[src/rtl/xdata_pkg.sv]
package xdata_pkg;

    typedef enum logic [2:0] {
        ST_IDLE,
        ST_RAM,
        ST_ALE,
        ST_STB,
        ST_END
    } xstate_e;

    // Request fields held for the length of an external transfer
    typedef struct packed {
        logic       wr;
        logic       long_stb;
        logic [7:0] lo;
        logic [7:0] wdata;
    } xreq_t;

    // An 8-bit pointer can only form the bottom page
    function automatic logic [15:0] eff_addr(input logic ptr16, input logic [15:0] a);
        return ptr16 ? a : {8'h00, a[7:0]};
    endfunction

endpackage

[src/rtl/xdata_route.sv]
module xdata_route #(
    parameter int SIZE0 = 256,
    parameter int SIZE1 = 512,
    parameter int SIZE2 = 768,
    parameter int SIZE3 = 1024
) (
    input  logic        ext_sel,
    input  logic [1:0]  hide_sz,
    input  logic [15:0] ea,
    output logic        onchip
);
    localparam int NSZ = 4;
    localparam logic [16:0] VIS [NSZ] = '{17'(SIZE0), 17'(SIZE1), 17'(SIZE2), 17'(SIZE3)};

    logic [NSZ-1:0] fits;

    // One comparator per selectable window size
    for (genvar g = 0; g < NSZ; g++) begin : g_win
        assign fits[g] = ({1'b0, ea} < VIS[g]);
    end

    assign onchip = !ext_sel && fits[hide_sz];

endmodule

[src/rtl/xdata_bus_seq.sv]
module xdata_bus_seq
    import xdata_pkg::*;
#(
    parameter int STB_SHORT = 6,
    parameter int STB_LONG  = 30
) (
    input  logic        clk,
    input  logic        rst,
    input  logic        req,
    input  logic        onchip,
    input  logic        wr,
    input  logic        ptr16,
    input  logic        stretch,
    input  logic [15:0] addr,
    input  logic [7:0]  wdata,
    input  logic [7:0]  bus_ad_in,
    input  logic [7:0]  ram_rdata,
    output logic        ram_go,
    output logic [7:0]  bus_ad_out,
    output logic        bus_ad_oe,
    output logic [7:0]  bus_hi,
    output logic        ale,
    output logic        rd_n,
    output logic        wr_n,
    output logic [7:0]  rdata,
    output logic        done
);
    localparam int CW = $clog2(STB_LONG + 1);

    xstate_e        st;
    xreq_t          cur;
    logic [CW-1:0]  cnt;
    logic [7:0]     hi_q;
    logic [7:0]     rd_q;
    logic           take;

    assign take   = req && (st == ST_IDLE);
    assign ram_go = take && onchip;

    always_ff @(posedge clk) begin
        if (rst) begin
            st   <= ST_IDLE;
            cur  <= '0;
            cnt  <= '0;
            hi_q <= '0;
            rd_q <= '0;
        end else begin
            case (st)
                ST_IDLE: if (take) begin
                    cur.wr       <= wr;
                    cur.long_stb <= stretch;
                    cur.lo       <= addr[7:0];
                    cur.wdata    <= wdata;
                    if (onchip) begin
                        st <= ST_RAM;
                    end else begin
                        st <= ST_ALE;
                        if (ptr16) hi_q <= addr[15:8];
                    end
                end
                ST_RAM:  st <= ST_IDLE;
                ST_ALE: begin
                    st  <= ST_STB;
                    cnt <= cur.long_stb ? CW'(STB_LONG - 1) : CW'(STB_SHORT - 1);
                end
                ST_STB: begin
                    if (cnt == '0) begin
                        if (!cur.wr) rd_q <= bus_ad_in;
                        st <= ST_END;
                    end else begin
                        cnt <= cnt - 1'b1;
                    end
                end
                ST_END:  st <= ST_IDLE;
                default: st <= ST_IDLE;
            endcase
        end
    end

    assign ale        = (st == ST_ALE);
    assign bus_ad_out = (st == ST_ALE) ? cur.lo : cur.wdata;
    assign bus_ad_oe  = (st == ST_ALE) || ((st == ST_STB) && cur.wr);
    assign rd_n       = !((st == ST_STB) && !cur.wr);
    assign wr_n       = !((st == ST_STB) && cur.wr);
    assign bus_hi     = hi_q;
    assign done       = (st == ST_RAM) || (st == ST_END);
    assign rdata      = (st == ST_RAM) ? ram_rdata : rd_q;

endmodule

[src/rtl/xdata_router.sv]
module xdata_router
    import xdata_pkg::*;
#(
    parameter int SIZE0     = 256,
    parameter int SIZE1     = 512,
    parameter int SIZE2     = 768,
    parameter int SIZE3     = 1024,
    parameter int STB_SHORT = 6,
    parameter int STB_LONG  = 30,
    localparam int RAM_AW   = $clog2(SIZE3)
) (
    input  logic              clk,
    input  logic              rst,
    input  logic              req,
    input  logic              wr,
    input  logic              ptr16,
    input  logic [15:0]       addr,
    input  logic [7:0]        wdata,
    input  logic              ext_sel,
    input  logic [1:0]        hide_sz,
    input  logic              stretch,
    output logic              ram_en,
    output logic              ram_we,
    output logic [RAM_AW-1:0] ram_addr,
    output logic [7:0]        ram_wdata,
    input  logic [7:0]        ram_rdata,
    output logic [7:0]        bus_ad_out,
    output logic              bus_ad_oe,
    input  logic [7:0]        bus_ad_in,
    output logic [7:0]        bus_hi,
    output logic              ale,
    output logic              rd_n,
    output logic              wr_n,
    output logic [7:0]        rdata,
    output logic              done
);
    logic [15:0] ea;
    logic        onchip;

    assign ea = eff_addr(ptr16, addr);

    xdata_route #(
        .SIZE0(SIZE0), .SIZE1(SIZE1), .SIZE2(SIZE2), .SIZE3(SIZE3)
    ) u_route (
        .ext_sel (ext_sel),
        .hide_sz (hide_sz),
        .ea      (ea),
        .onchip  (onchip)
    );

    xdata_bus_seq #(
        .STB_SHORT(STB_SHORT), .STB_LONG(STB_LONG)
    ) u_seq (
        .clk        (clk),
        .rst        (rst),
        .req        (req),
        .onchip     (onchip),
        .wr         (wr),
        .ptr16      (ptr16),
        .stretch    (stretch),
        .addr       (addr),
        .wdata      (wdata),
        .bus_ad_in  (bus_ad_in),
        .ram_rdata  (ram_rdata),
        .ram_go     (ram_en),
        .bus_ad_out (bus_ad_out),
        .bus_ad_oe  (bus_ad_oe),
        .bus_hi     (bus_hi),
        .ale        (ale),
        .rd_n       (rd_n),
        .wr_n       (wr_n),
        .rdata      (rdata),
        .done       (done)
    );

    assign ram_we    = wr;
    assign ram_addr  = ea[RAM_AW-1:0];
    assign ram_wdata = wdata;

endmodule

[config.mk]
export PLATFORM = sky130hd
export DESIGN_NAME = xdata_router
export DESIGN_NICKNAME = d
export VERILOG_FILES = /design/src/rtl/xdata_pkg.sv /design/src/rtl/xdata_route.sv /design/src/rtl/xdata_bus_seq.sv /design/src/rtl/xdata_router.sv
export SDC_FILE = /design/constraint.sdc
export NUM_CORES = 1
export LEC_CHECK = 0
export ABC_AREA = 0
export BUFFER_PORTS_ARGS = -buffer_cell sky130_fd_sc_hd__clkbuf_2
export CORE_MARGIN = 5
export CORE_UTILIZATION = 50
export CTS_CLUSTER_DIAMETER = 80
export DETAILED_ROUTE_END_ITERATION = 12
export HOLD_SLACK_MARGIN = 0.08
export PLACE_DENSITY = 0.89
export SETUP_SLACK_MARGIN = 0.15
export SLEW_MARGIN = 15
export SYNTH_ARGS = -nofsm -noshare
export SYNTH_HDL_FRONTEND = slang
export SYNTH_SLANG_ARGS = --single-unit
[constraint.sdc]
create_clock -name clk -period 4 [get_ports clk]
set_clock_uncertainty 0.2 [all_clocks]
set_input_delay 0.4 -clock clk [delete_from_list [all_inputs] [get_ports clk]]
set_output_delay 0.4 -clock clk [all_outputs]
set_load 0.005 [all_outputs]
==> metrics.md, run 1 <==
| Metric | Value |
|---|---|
| CP Capture Type | `output pin` |
| Final Core Density | `64.8%` |
| Register area | `~840 µm²` |
| Status | `finished clean` |
| Placed cell count | `362` |
| Crit path max fanout | `19` |
| Gr usage total | `between 10% and 20%` |
| R2r worst-path depth | `6` |
| Final ANT Viol Nets | `0` |
| Flop-to-flop setup slack | `1740 ps` |
| Hold path cells | `3` |
| Max frequency | `~390 MHz` |
| Synth top area cells | `dfxtp_1, mux2_2, nand2_1, mux2i_1, buf_4` |
| Starting Density | `~53%` |
| # fillers | `roughly 360` |
| Seq cells post-synth | `42` |
| Critical path's slowest cell | `nand3b_1` |
| P&R area growth vs syn | `22.8%` |
| Worst min-delay path class | `input port to flip-flop` |
| PD cells | `approximately 370 nW/µm²` |
| Crit-path cells | `nor2_1 -> nand3b_1 -> a211oi_1 -> clkbuf_2` |
| Largest net degree at the start of global routing | `50` |
| Die Y-Extent | `75.7 µm` |
| Final wirelength | `approximately 4.8 mm` |
| TNS Setup | `0 ps` |
| ANT cells | `0` |
| Critical path startpoint category | `flip-flop` |
| Multi-input gate area | `roughly 1100 µm²` |
| Post-Syn Area | `roughly 2200 µm²` |
| Slew margin rel. | `41.7%` |
| Most instantiated cells after synthesis | `dfxtp_1, nand2_1, a21oi_1` |
| Setup CP Type | `flip-flop to output pin` |
| Vias in the first global route | `between 1500 and 2000` |
| Die span in x | `approximately 76 µm` |
| Core Rows | `23` |
| Global route overflow | `0` |
| WL/cell | `between 10 and 15 µm` |
| Number of synthesized flops with an enable pin | `0` |
| Syn Inst Count | `about 240` |
| CTS buffer count | `5` |
| Net Count, Synth | `294` |
| Global-route wire length before repair | `around 7.8 mm` |
| Via Count | `about 1900` |
| Total power | `around 980 µW` |
| Post-synth top flop | `dfxtp_1` |
| Port Buffers | `97` |
| Fin crit share | `64.8%` |
| Avg Synthesized Cell Area | `just under 9 µm²` |
| Pre-antenna DRT Iters | `4` |
| Max Cap Viol | `0` |
| Worst Max-Slew Pin Slew | `875 ps` |
| Initial antenna violation count | `0` |
| Sequential-to-total area share from yosys stat | `between 30 and 40%` |
| Tmin final | `~2600 ps` |
| Final setup fails | `0` |
| IO Count | `just under 100` |
| Final-stage net count | `370` |
| Crit. path cell count | `4` |
| Dpl hpwl | `3.69 mm` |
| CTS Root Cell | `clkbuf_8` |
| Share of the synthesized area in the top cell type | `between 30% and 40%` |
| GPL Wtd Cong | `~0.83` |
| # Post-CTS Setup Buffers | `0` |
| Core Area | `4090 µm²` |
| Count of cell types in the netlist | `38` |
| Peak supply drop | `0.000240 V` |
| Final hold violation count | `0` |
| Share of layout cells above drive strength 1 | `40.6%` |
| # resized after CTS | `0` |
| # DRC | `0` |
| Deepest clock path buffer count | `2` |
| Max incr delay on CP | `550 ps` |
| Clock slew at reported path FFs | `approximately 80 ps` |
| CTS Hold Bufs | `0` |
| Final non-filler cell total | `370` |
| Async S/R FF share, synth | `0%` |
| TritonCTS clock tree | `yes` |
| Htree depth | `2` |
| WP buf/inv | `1` |
| DRT iter0 DRCs | `75` |
| Clock Latency Late Sink | `about 290 ps` |
| Fin. max-slew vios | `0` |
| Die area | `around 5700 µm²` |
| Cell taking the most area after synthesis | `dfxtp_1` |
| Leakage power total | `around 1.2 nW` |
| CP required | `3400 ps` |
| RSZ-0062 raised after global routing | `no` |
| YS warnings | `0` |
| Via density | `5.17` |
| Crit-path leading delay family | `simple AND/OR/NAND/NOR gates` |
| Arr. time, crit path | `approximately 2000 ps` |
| Clk sinks | `42` |
[power by group]
group	leakage (nW)	total, mW	switching (mW)	internal, mW
Sequential	0.343	0.465	0.0208	0.444
Clock	0.0514	0.328	0.142	0.186
Combinational	0.816	0.192	0.0982	0.0936
Total	1.21	0.984	0.261	0.723
[final cells by class]
type | instances | share of cell area (%)
timing repair buffer | 98 | 18.6
multi-input combinational | 164 | 42.0
inverter | 8 | 1.13
sequential | 42 | 31.7
tap | 50 | 2.36
clock buffer | 6 | 2.74
clock inverter | 2 | 1.42
[registers in the layout, indices dropped and copies added (netlist names)]
register / cells
u_seq.rd_q: 8
u_seq.bus_hi: 8
u_seq.cur: 18
u_seq.st: 3
u_seq.cnt: 5
[worst paths after layout]
| check | to | startpoint |
|---|---|---|
| max | ram_en | u_seq.st[2] |
| min | u_seq.cur[16] | stretch |
| max reg2reg | u_seq.rd_q[0] | u_seq.cnt[0] |
| min reg2reg | u_seq.cur[10] | u_seq.cur[10] |
[stage by stage]
step	hold WS, ps	area [µm²]	worst slack, ps
floorplan	233	2160	1670
global placement	240	2540	1430
detailed placement	246	2540	1410
CTS	123	2650	1410
global route	131	2650	1190
finish	131	2650	1410
[tightest hold or removal path: cells and delay by family]
kind | cells | cell delay (ps)
buffers and inverters | 1 | 80
AND/OR/NAND/NOR | 1 | 50
AO/OA/AOI/OAI | 1 | 50
[logic make-up (layout without fill, tap and decap cells)]
group,count (synthesis),after routing,synth area share [%]
simple gates,91,91,22.0
flops,42,42,39.0
compound gates,37,37,11.8
buf+inv,37,114,9.45
mux,31,31,15.4
xor+xnor,3,3,1.22
fa+ha+maj,2,2,1.16
[placed cells by master (no fill, tap or decap), types with 2 or more instances in the layout]
cell type  count
mux2i_1       14
a21oi_1       24
ha_1           2
inv_1          8
dfxtp_1       42
and2_1         2
nor3_1         4
nand2b_1      14
xor2_1         2
clkbuf_8       5
clkbuf_2      97
mux2_2        17
nand2_1       42
nand3b_1       2
nor2_1        16
a211oi_1       3
o32ai_1        2
[layer usage]
metal	global-route usage, %	vias up	wire, µm
met2	30.2	80	2290
met3	5.54	6	532
met4	6.41	0	63
met5	0	-	0
met1	20.2	874	1910
li1	-	953	-
Note: power is estimated with default switching activity, not from simulation.
==> inputs of run 2 (changes only) <==
--- a/config.mk
+++ b/config.mk
@@ -5,14 +5,14 @@
 export SDC_FILE = /design/constraint.sdc
 export NUM_CORES = 1
 export LEC_CHECK = 0
-export ABC_AREA = 0
+export ABC_AREA = 1
 export BUFFER_PORTS_ARGS = -buffer_cell sky130_fd_sc_hd__clkbuf_2
 export CORE_MARGIN = 5
-export CORE_UTILIZATION = 50
+export CORE_UTILIZATION = 42
 export CTS_CLUSTER_DIAMETER = 80
 export DETAILED_ROUTE_END_ITERATION = 12
 export HOLD_SLACK_MARGIN = 0.08
-export PLACE_DENSITY = 0.89
+export PLACE_DENSITY = 0.81
 export SETUP_SLACK_MARGIN = 0.15
 export SLEW_MARGIN = 15
 export SYNTH_ARGS = -nofsm -noshare
==> constraint.sdc (replaced) <==
create_clock -name clk -period 2.1 [get_ports clk]
set_clock_uncertainty 0.2 [all_clocks]
set_input_delay 0.21 -clock clk [delete_from_list [all_inputs] [get_ports clk]]
set_output_delay 0.21 -clock clk [all_outputs]
set_load 0.005 [all_outputs]
==> metrics.md, run 2 <==
| Metric | Value |
|---|---|
| Final wirelength | `5.81 mm` |
| Post-synth top flop | `dfxtp_1` |
| CTS Root Cell | `clkbuf_8` |
| Gr usage total | `between 10% and 20%` |
| Core Rows | `26` |
| Global-route wire length before repair | `between 9 and 10 mm` |
| RSZ-0062 raised after global routing | `no` |
| Fin. max-slew vios | `0` |
| Critical path's slowest cell | `dfxtp_2` |
| TNS Setup | `0 ps` |
| Share of the synthesized area in the top cell type | `39.4%` |
| Max incr delay on CP | `340 ps` |
| DRT iter0 DRCs | `72` |
| CTS buffer count | `5` |
| Final hold violation count | `0` |
| Clock Latency Late Sink | `290 ps` |
| Final-stage net count | `442` |
| Fin crit share | `between 80 and 90%` |
| Starting Density | `between 40% and 50%` |
| Max Cap Viol | `0` |
| Final non-filler cell total | `about 460` |
| Global route overflow | `0` |
| Die Y-Extent | `between 80 and 90 µm` |
| Count of cell types in the netlist | `31` |
| Clock slew at reported path FFs | `approximately 70 ps` |
| Initial antenna violation count | `0` |
| FF-to-FF End | `u_seq.bus_hi[6]` |
| # DRC | `0` |
| Worst min-delay path class | `input port to flip-flop` |
| Setup WS pre-CTS | `between 300 and 400 ps` |
| Synth Area in Compound Gates | `between 15 and 20%` |
| Pre-antenna DRT Iters | `4` |
| Hold path cells | `6` |
| Peak supply drop | `around 0.00038 V` |
| ANT cells | `0` |
| Via density | `roughly 4.7` |
| Tmin final | `between 1500 and 2000 ps` |
| Arr. time, crit path | `~1400 ps` |
| Core Area | `~5000 µm²` |
| Count leader, synth | `dfxtp_1` |
| Commonest non-fill, non-tap cell in the layout | `clkbuf_2` |
| WP buf/inv | `2` |
| Deepest clock path buffer count | `2` |
| Largest register FFs | `18` |
| Crit path max fanout | `28` |
| Sequential-to-total area share from yosys stat | `39.4%` |
| TritonCTS clock tree | `yes` |
| Adder-Cell Fraction of Synth Area | `approximately 1.2%` |
| Syn Inst Count | `around 280` |
| Seq cells post-synth | `between 40 and 50` |
| P&R area growth vs syn | `41.1%` |
| WL/cell | `roughly 13 µm` |
| Most instantiated cells after synthesis | `dfxtp_1, nand2_1, a21oi_1` |
| CP Capture Type | `output pin` |
| Leakage power total | `roughly 1.4 nW` |
| Biggest register | `u_seq.cur` |
| Min-delay src | `ext_sel` |
| Crit path launch | `u_seq.st[1]` |
| Flop-to-flop setup slack | `480 ps` |
| Post-Syn Area | `between 2000 and 2500 µm²` |
| Final setup fails | `0` |
| Most frequent cells in the layout | `clkbuf_2, nand2_1, dfxtp_1` |
| Multiplexer share of the synthesized area | `between 4 and 5%` |
| Placed cell count | `about 420` |
| Crit-path cells | `inv_2 -> nand2_4 -> nor2_8 -> nand2_8 -> nor2_1 -> clkbuf_2` |
| Setup CP Type | `flip-flop to output pin` |
| YS warnings | `0` |
| R2r worst-path depth | `8` |
| Number of synthesized flops with an enable pin | `0` |
| Avg Synthesized Cell Area | `a little under 8 µm²` |
| Final ANT Viol Nets | `0` |
| Vias in the first global route | `around 2100` |
| Htree depth | `2` |
| Port Buffers | `97` |
| Largest net degree at the start of global routing | `29` |
| Via Count | `roughly 2200` |
| Final Core Density | `around three fifths` |
| Share of layout cells above drive strength 1 | `35.5%` |
| Clk sinks | `42` |
| IO Count | `98` |
| Dpl hpwl | `around 4 mm` |
| Largest family of logic cells by synthesized area | `simple AND/OR/NAND/NOR gates` |
| Fin worst setup slack | `approximately 260 ps` |
| Status | `finished clean` |
| Post-synthesis xor/xnor area fraction | `0.411%` |
| Die span in x | `around 81 µm` |
| Max frequency | `around 540 MHz` |
| Die area | `about 6600 µm²` |
| Critical path startpoint category | `flip-flop` |
| PD cells | `roughly 740 nW/µm²` |
| Crit-path leading delay family | `simple AND/OR/NAND/NOR gates` |
| Simple-gate portion of the synthesized area | `between 20% and 30%` |
| Cell taking the most area after synthesis | `dfxtp_1` |
| Min-Delay Endpoint | `u_seq.st[0]` |
| Worst Max-Slew Pin Slew | `roughly 500 ps` |
| Slew margin rel. | `approximately two thirds` |
| Async S/R FF share, synth | `0%` |
| Synth top area cells | `dfxtp_1, a21oi_1, nand2_1, buf_4, o21ai_0` |
| R2R Path Start | `u_seq.st[1]` |
| GPL Wtd Cong | `roughly 0.80` |
| Net Count, Synth | `around 330` |
| CP required | `roughly 1700 ps` |
==> run 2: cells by family after synthesis <==
logic type | Yosys count
AND/OR/NAND/NOR | 103
AO/OA/AOI/OAI | 66
multiplexers | 8
buffers and inverters | 55
XOR/XNOR | 1
adder cells (fa/ha/maj) | 2
flip-flops | 42
==> run 2: layer usage <==
metal  track usage, %  up-vias  part of all wire (%)
met1             19.0      962                    39
met3             3.66       10                   6.5
met2             35.4       70                    53
li1                 -     1119                     -
met5                0        -                     0
met4             6.59        0                   1.7
==> run 2: repair_timing <==
action	in CTS	in global routing
hold endpoints to repair	34	0
cloned	0	0
endpoints found under the setup margin	9	16
setup buffers	1	0
resized for setup	1	4
pin swaps	1	0
hold buffers	34	0
==> run 2: how the worst max path moves through the flow <==
| stage | endpoint | slack [ps] | depth (start not counted) |
|---|---|---|---|
| finish | ram_en | 260 | 6 |
| CTS | rdata[1] | 180 | 3 |
| detailed placement | u_seq.bus_hi[7] | 370 | 8 |
| floorplan | rdata[0] | 600 | 3 |
| global route | ram_en | 150 | 6 |
| global placement | u_seq.bus_hi[4] | 400 | 8 |
==> run 2: area by class of cell <==
cell class / count / area (µm²)
tap: 70 / 87.6
multi-input combinational: 180 / 1000
inverter: 28 / 108
timing repair buffer: 134 / 852
fill: 491 / 2000
sequential: 42 / 845
clock inverter: 1 / 30.0
clock buffer: 6 / 82.6
==> run 2: worst reg2reg max path, stage by stage (launching register included) <==
cell	delay, ps
dfxtp_2	340
inv_2	120
nand2_4	90
nor2_8	150
nand2_8	150
nor2_8	200
nand2_4	110
nand2_1	80
a21oi_1	60
==> run 2: metrics by stage <==
stage / hold slack (ps) / power, mW / area (µm²)
after CTS: 124 / 2.22 / 3000
after global routing: 163 / 2.35 / 3010
after detailed placement: 240 / 1.51 / 2530
final: 121 / 2.21 / 3010
after global placement: 235 / 1.50 / 2530
after floorplan: 79.1 / 1.34 / 2130
==> run 2: report_power, final <==
part | leakage, nW | total [mW] | internal, mW | switching, mW
registers | 0.345 | 0.921 | 0.875 | 0.0456
clock network | 0.0573 | 0.644 | 0.380 | 0.264
logic | 1.01 | 0.649 | 0.289 | 0.359
==> inputs of run 3 (changes only) <==
--- a/config.mk
+++ b/config.mk
@@ -8,11 +8,11 @@
 export ABC_AREA = 1
 export BUFFER_PORTS_ARGS = -buffer_cell sky130_fd_sc_hd__clkbuf_2
 export CORE_MARGIN = 5
-export CORE_UTILIZATION = 42
+export CORE_UTILIZATION = 50
 export CTS_CLUSTER_DIAMETER = 80
 export DETAILED_ROUTE_END_ITERATION = 12
 export HOLD_SLACK_MARGIN = 0.08
-export PLACE_DENSITY = 0.81
+export PLACE_DENSITY = 0.9
 export SETUP_SLACK_MARGIN = 0.15
 export SLEW_MARGIN = 15
 export SYNTH_ARGS = -nofsm -noshare
==> constraint.sdc (replaced) <==
create_clock -name clk -period 2.2 [get_ports clk]
set_clock_uncertainty 0.2 [all_clocks]
set_input_delay 0.22 -clock clk [delete_from_list [all_inputs] [get_ports clk]]
set_output_delay 0.22 -clock clk [all_outputs]
set_load 0.005 [all_outputs]
==> metrics.md, run 3 (same netlist as run 2, synthesis figures left out) <==
| Metric | Value |
|---|---|
| Clock Latency Late Sink | `between 200 and 300 ps` |
| Global-route wire length before repair | `between 9 and 10 mm` |
| Port Buffers | `97` |
| Critical path's slowest cell | `dfxtp_2` |
| Final-stage net count | `444` |
| Fin crit share | `approximately nine tenths` |
| Clk sinks | `between 40 and 50` |
| Core Rows | `23` |
| Tmin final | `roughly 2000 ps` |
| Die span in x | `75.3 µm` |
| Largest net degree at the start of global routing | `29` |
| Peak supply drop | `~0.00050 V` |
| Hold_ws | `roughly 180 ps` |
| Starting Density | `about 53%` |
| Status | `finished clean` |
| TritonCTS clock tree | `yes` |
| DRT iter0 DRCs | `155` |
| # DRC | `0` |
| Crit-path leading delay family | `buffers and inverters` |
| P&R area growth vs syn | `40.6%` |
| TNS Setup | `0 ps` |
| CP required | `around 1800 ps` |
| Worst min-delay path class | `input port to flip-flop` |
| Worst Max-Slew Pin Slew | `~600 ps` |
| CTS buffer count | `5` |
| Die area | `between 5000 and 6000 µm²` |
| Core Area | `about 4000 µm²` |
| Gr usage total | `between 20% and 30%` |
| Commonest non-fill, non-tap cell in the layout | `clkbuf_2` |
| Initial antenna violation count | `0` |
| Most frequent cells in the layout | `clkbuf_2, nand2_1, dfxtp_1` |
| Slew margin rel. | `~61%` |
| CP Capture Type | `output pin` |
| Via density | `~5.2` |
| Pre-antenna DRT Iters | `5` |
| Max Cap Viol | `0` |
| Via Count | `approximately 2300` |
| IO Count | `98` |
| Die Y-Extent | `75.3 µm` |
| Final setup fails | `0` |
| Crit path max fanout | `5` |
| WP buf/inv | `3` |
| Final ANT Viol Nets | `0` |
| Final Core Density | `73.9%` |
| Fin worst setup slack | `around 220 ps` |
| Placed cell count | `between 300 and 400` |
| Vias in the first global route | `2275` |
| Arr. time, crit path | `around 1600 ps` |
| Max incr delay on CP | `360 ps` |
| Dpl hpwl | `~3.9 mm` |
| WL/cell | `about 14 µm` |
| Setup CP Type | `flip-flop to output pin` |
| RSZ-0062 raised after global routing | `yes` |
| Share of layout cells above drive strength 1 | `around 36%` |
| Largest register FFs | `18` |
| Clock slew at reported path FFs | `about 80 ps` |
| Global route overflow | `0` |
| Critical path startpoint category | `flip-flop` |
| CTS Root Cell | `clkbuf_8` |
| Leakage power total | `roughly 1.4 nW` |
| Deepest clock path buffer count | `2` |
| Biggest register | `u_seq.cur` |
| PD cells | `a little over 700 nW/µm²` |
| GPL Wtd Cong | `slightly below 0.8` |
| Final hold violation count | `0` |
| Placed cell area | `approximately 2500 µm²` |
| Setup WS pre-CTS | `492 ps` |
| Max frequency | `just over 500 MHz` |
| Fin. max-slew vios | `0` |
| Crit-path cells | `inv_2 -> nor3_4 -> buf_4 -> nand2_1 -> o21ai_0 -> clkbuf_2` |
| Final wirelength | `6.40 mm` |
| ANT cells | `0` |
| Final non-filler cell total | `443` |
| Htree depth | `2` |
| Total power | `approximately 2.1 mW` |
| Design area | `around 3000 µm²` |
run 3: changes by cell type in the layout (fill, tap and decap cells not counted), sizes merged:
cell / delta
buf: +2
run 3: final timing paths:
check                from               to  slack (ps)  cells after the start
max           u_seq.st[1]    bus_ad_out[4]         220                      6
min                   rst  u_seq.bus_hi[1]         180                      3
max reg2reg   u_seq.st[0]  u_seq.bus_hi[2]         480                      8
min reg2reg  u_seq.cur[4]     u_seq.cur[4]         260                      2
run 3: timing repair:
item / CTS / global route
setup buffers: 0 / 3
hold buffers: 34 / 0
endpoints found under the setup margin: 0 / 14
resized for setup: 0 / 4
hold endpoints to repair: 34 / 0
run 3: report_power, final:
part	total, mW	internal (mW)	switching, mW	leakage (nW)
Combinational	0.641	0.280	0.362	1.02
Clock	0.621	0.363	0.258	0.0573
Sequential	0.882	0.835	0.0470	0.344
run 3: metal layers:
| layer | wire length [µm] | global-route usage, % | up-vias |
|---|---|---|---|
| met4 | 165 | 9.51 | 0 |
| met2 | 3250 | 41.6 | 125 |
| met1 | 2380 | 24.9 | 1019 |
| li1 | - | - | 1128 |
| met3 | 598 | 5.41 | 21 |
| met5 | 0 | 0 | - |
run 3: layout make-up:
class                      instances  area (µm²)
clock buffer                       6        82.6
clock inverter                     1        30.0
fill                             288        1060
inverter                          28         108
multi-input combinational        180        1000
sequential                        42         843
tap                               50        62.6
timing repair buffer             136         867
run 3: tightest hold or removal path: stages:
cell,delay (ps)
clkbuf_2,90
buf_4,260
a21oi_1,60
